`src/rtl/eep_seq.sv`:
```
module eep_seq #(
  parameter int PROG_CYCLES = 40,
  parameter int PAGE_BYTES  = 8,
  parameter int GROUP_BYTES = 4
) (
  input  logic       clk,
  input  logic       rst_n,
  input  logic [1:0] ce,
  input  logic       mode_sel,
  input  logic       wr_ctl,
  input  logic       prot_en,
  input  logic       ev_start,
  input  logic       ev_stop,
  input  logic       rx_valid,
  input  logic [7:0] rx_byte,
  output logic       ack,
  input  logic       tx_req,
  input  logic       mst_nack,
  output logic [7:0] tx_byte,
  output logic       busy,
  output logic [8:0] mem_addr,
  output logic       mem_we,
  output logic [7:0] mem_wdata,
  input  logic [7:0] mem_rdata
);
  localparam int PW = $clog2(PAGE_BYTES);
  localparam int CW = $clog2(PROG_CYCLES + 1);

  typedef enum logic [2:0] {S_INIT, S_IDLE, S_SEL, S_WADR, S_WDAT, S_RD, S_RDEND, S_PROG} st_t;
  st_t st;

  logic [8:0]            ptr;
  logic                  blk, grp, prot;
  logic [7:0]            wbuf [PAGE_BYTES];
  logic [PAGE_BYTES-1:0] wval;
  logic [CW-1:0]         cnt;

  wire [8:0]    gmask   = grp ? 9'(GROUP_BYTES - 1) : 9'(PAGE_BYTES - 1);
  wire [8:0]    next_in = (ptr & ~gmask) | ((ptr + 9'd1) & gmask);
  wire [PW-1:0] widx    = ptr[PW-1:0] & gmask[PW-1:0];
  wire [PW-1:0] slot    = cnt[PW-1:0];
  wire          sel_ok  = rx_byte[7:4] == 4'b1010 && rx_byte[3:2] == ce;
  wire          blocked = wr_ctl || (prot_en && prot);

  assign busy      = st == S_INIT || st == S_PROG;
  assign ack       = rx_valid && ((st == S_SEL && sel_ok) || st == S_WADR || st == S_WDAT);
  assign mem_we    = st == S_PROG && cnt < CW'(PAGE_BYTES) && wval[slot];
  assign mem_wdata = wbuf[slot];
  assign mem_addr  = st == S_INIT ? 9'h1FF :
                     st == S_PROG ? ((ptr & ~gmask) | 9'(slot)) : ptr;

  always_ff @(posedge clk)
    if (st == S_WDAT && rx_valid && !ev_start && !ev_stop) wbuf[widx] <= rx_byte;

  always_ff @(posedge clk or negedge rst_n) begin
    if (!rst_n) begin
      st      <= S_INIT;
      ptr     <= '0;
      blk     <= 1'b0;
      grp     <= 1'b0;
      prot    <= 1'b0;
      wval    <= '0;
      cnt     <= '0;
      tx_byte <= '0;
    end else if (st == S_PROG) begin
      if (mem_we && mem_addr == 9'h1FF) prot <= mem_wdata[2];
      if (cnt == CW'(PROG_CYCLES - 1)) begin
        st  <= S_IDLE;
        cnt <= '0;
      end else cnt <= cnt + 1'b1;
    end else if (st == S_INIT) begin
      prot <= mem_rdata[2];
      st   <= S_IDLE;
    end else if (ev_start) begin
      st <= S_SEL;
    end else if (ev_stop) begin
      st <= (st == S_WDAT && wval != '0 && !blocked) ? S_PROG : S_IDLE;
    end else begin
      case (st)
        S_SEL: if (rx_valid) begin
          if (!sel_ok) st <= S_IDLE;
          else if (rx_byte[0]) st <= S_RD;
          else begin
            blk <= rx_byte[1];
            st  <= S_WADR;
          end
        end
        S_WADR: if (rx_valid) begin
          ptr  <= {blk, rx_byte};
          grp  <= mode_sel;
          wval <= '0;
          st   <= S_WDAT;
        end
        S_WDAT: if (rx_valid) begin
          wval[widx] <= 1'b1;
          ptr        <= next_in;
        end
        S_RD: begin
          if (mst_nack) st <= S_RDEND;
          else if (tx_req) begin
            tx_byte <= mem_rdata;
            ptr     <= ptr + 9'd1;
          end
        end
        default: ;
      endcase
    end
  end
endmodule


```
`config.mk`:
```
export PLATFORM = sky130hd
export DESIGN_NAME = eep_seq
export DESIGN_NICKNAME = d
export VERILOG_FILES = /design/src/rtl/eep_seq.sv
export SDC_FILE = /design/constraint.sdc
export NUM_CORES = 1
export LEC_CHECK = 0
export ABC_AREA = 1
export BUFFER_PORTS_ARGS = -buffer_cell sky130_fd_sc_hd__buf_2
export CAP_MARGIN = 20
export CORE_ASPECT_RATIO = 0.9
export CORE_UTILIZATION = 50
export CTS_CLUSTER_DIAMETER = 40
export CTS_CLUSTER_SIZE = 30
export DETAILED_ROUTE_END_ITERATION = 8
export PLACE_DENSITY = 0.69
export SYNTH_ARGS = -nofsm -noshare
export SYNTH_HDL_FRONTEND = slang
export SYNTH_SLANG_ARGS = --single-unit
export TNS_END_PERCENT = 10
```
`constraint.sdc`:
```
create_clock -name clk -period 6.6 [get_ports clk]
set_input_delay 0.66 -clock clk [delete_from_list [all_inputs] [get_ports clk]]
set_output_delay 0.66 -clock clk [all_outputs]
set_load 0.02 [all_outputs]
```
==> impl_results.md <==
* Run status: finished clean
* Worst R2R Path Depth at 4
* Compound-Gate Fraction of Synth Area at 0.101
* Pin count of the biggest net entering global routing at 40
* Sequential-to-total area share from yosys stat at 0.575
* Async SR Flop Fraction at 0.366
* Post-CTS sizing at 0
* Worst Setup Path Type: flop to output pin
* Slew Limit Headroom at 0.357
* Number of global-route vias before repair at 3506
* DP Worst Slack at 3900 ps
* Initial antenna violation count at 0
* CP Capture Type: output pin
* Maximum clock insertion buffer count at 2
* Vias at 3824
* Reg power frac at 0.427
* Comb power frac at 0.391
* Initial Utilization at 0.513
* Crit path max fanout at 37
* Simple-gate share of the synthesized area at 0.230
* Area delta synth->final at 11.4%
* Root Driver: clkbuf_8
* Critical path's top delay family: buffers and inverters
* Switch share at 0.432
* GRT Util Overall at 0.231
* Diodes inserted at 0
* Post-DP HPWL at 7600 um
* CP required at 5940 ps
* Final antenna-violating net count at 0
* Max capacitance violation total at 0
* TritonRoute pass-1 iters at 5
* PwrDens at 366 nW/um^2
* TritonCTS Buffers at 9
* Initial DRC Count at 235
* Wirelength per Cell at 16.2 um
* Total grt overflow at 0
* RePlAce Congestion at 0.898
* Post-Synth XOR/XNOR Area at 0.00884
* Worst min-delay path class: primary input to asynchronous set/reset pin
* Adder-cell share of the synthesized area at 0.00505
* Clock tree sinks at 101
* CP Cell Sequence: clkinv_1, o21ai_0, o22ai_1, nand2_1, nand2_1, buf_2
* CTS tree: built
* F_max at 0.321 GHz
* Post-synthesis mux area share at 0.0242
* Input/output buffers at 55
* Share of layout cells above drive strength 1 at 0.194
* PnR worst setup slack at 3490 ps
* Int Power at 1.15 mW
* Endpoints failing setup at 0
* Slowest cell on crit path: clkinv_1
* Core box area at 9660 um^2
* Worst skew pair latency at 370 ps
* Most frequent cells in the layout: nand2_1 (106), edfxtp_1 (64), nor2_1 (56), buf_2 (55), o21ai_0 (47)
* Clock skew at 10.2 ps
* Dpl cell area at 5340 um^2
* Share of the synthesized area in the top cell type at 0.388
* Detailed Route WL at 11200 um
* Leakage Power at 2.35 nW
* Total power at 2.02 mW
* #FFs+latches synth at 101
* Post-CTS setup buffers at 0
* Row Count at 34
* Main combinational cell family by area after synthesis: simple AND/OR/NAND/NOR gates
* Filler cells at 840
* Critical path buffers and inverters at 2
* Commonest non-fill, non-tap cell in the layout: nand2_1
* Clk pin slew, worst setup/hold paths at 100 ps
* Cell taking the most area after synthesis: edfxtp_1
* CP Launch Type: flop
* Final nets at 591
* Vias per inst at 5.53
* Clock power frac at 0.182
* Die area at 10300 um^2
* Worst Tran Pin Value at 959 ps
* Synth Cell Area at 4950 um^2
* Post-synthesis cell type count at 43
* Cell area after layout at 5520 um^2
* NetSw at 873 uW
* Cell depth of the worst setup path at 6
* Peak VDD IR at 0.251 mV
* First-pass GRT wire length at 17900 um
* Max-slew violations at 0
* Total negative slack at 0 ps
* Post-Syn Area per Cell at 9.77 um^2
* Part of the cycle the worst path needs at 0.471
* Post-synth EDFFs at 64
* Number of H-tree levels at 3
* CP max stage delay at 740 ps
* Endpoints failing hold at 0
* Tmin final at 3110 ps
* Synth Warn # at 0
* Die Y at 96.4 um
* Post-Syn Nets at 537
* RSZ-0062 raised after global routing: no
* Top Ports at 56
* Largest cells by area after synthesis: edfxtp_1 (39%), dfrtp_1 (19%), nand2_1 (8.0%)
* Cell mode on critical path: nand2_1
* Hold Buf Count CTS at 0
* Syn Inst Count at 507
* DRC viols at 0
* Most used DFF post-synth: edfxtp_1
* Critical path arrival at 2450 ps
* Die width at 107 um
## final timing paths
check                      startpoint            to  slack (ps)
setup / recovery               cnt[0]  mem_wdata[5]        3490
hold / removal                  rst_n    tx_byte[1]         400
setup reg to reg                st[2]    wbuf[6][2]        4300
hold reg to reg            tx_byte[3]    tx_byte[3]         520
max in group asynchronous       rst_n        ptr[8]        5660
min in group clk             mode_sel           grp         510
## routing by layer
layer,up-vias,part of all wire,track usage
met3,17,0.052,0.0282
met2,110,0.46,0.369
met1,1843,0.47,0.328
met4,0,0.021,0.0879
met5,-,0,0
li1,1854,-,-
## registers in the layout, indices dropped and copies added, names as in the netlist, 3 cells and up
name     count
wval         8
ptr          9
st           3
wbuf        64
cnt          6
tx_byte      8
## worst register-to-register path: stages (launching register included)
cell and delay [ps]:
dfrtp_1 680, nand2_4 180, nor2_4 170, nand2_1 190, nor2_1 700
## power groups by stage
stage	Clock [mW]	Sequential (mW)	Combinational, mW
final	0.367	0.863	0.790
after global routing	0.398	0.879	0.884
after CTS	0.375	0.861	0.789
after detailed placement	0	0.875	0.784
after global placement	0	0.873	0.769
after floorplan	0	0.817	0.633
## cell families after synthesis
| kind of cell | Yosys count |
|---|---|
| AOI/OAI and AO/OA | 91 |
| xor gates and xnor gates | 5 |
| adders and majority gates | 2 |
| buffers and inverters | 62 |
| DFF | 101 |
| muxes | 8 |
| and+or+nand+nor | 238 |
## cell type report
cell class	count	area, um^2	area share
sequential	101	2850	0.516
multi-input combinational	344	1830	0.331
timing repair buffer	61	320	0.0580
inverter	44	180	0.0326
tap	126	158	0.0286
clock buffer	9	124	0.0224
clock inverter	7	61.3	0.0111
## cells in the mapped netlist (2+ instances only)
cell type  instances
and2_1             2
nor2_4             5
nand2_4            2
nor3_1             4
xor2_1             3
nor2_8             2
nand3_2            2
xnor2_1            2
inv_1             38
ha_1               2
nor2_1            56
a21oi_1           16
nand4_1           13
dfrtp_1           37
edfxtp_1          64
mux2_4             8
o21ai_0           47
nor4_1             4
buf_6              3
clkbuf_1           9
or2_0              3
a31oi_1            2
o22ai_1           18
nand2_1          106
buf_2              6
o211ai_1           3
or2_2              2
nand2_2            3
nand3_1           29
inv_2              2
nor2_2             2
## per-stage QoR
step	hold WS, ps	cells	util
5_1_grt	480	692	0.572
4_1_cts	429	692	0.572
2_1_floorplan	364	507	-
6_report	396	692	0.572
3_3_place_gp	486	676	0.552
3_5_place_dp	490	676	0.552
Power figures use the tool's default switching activity.
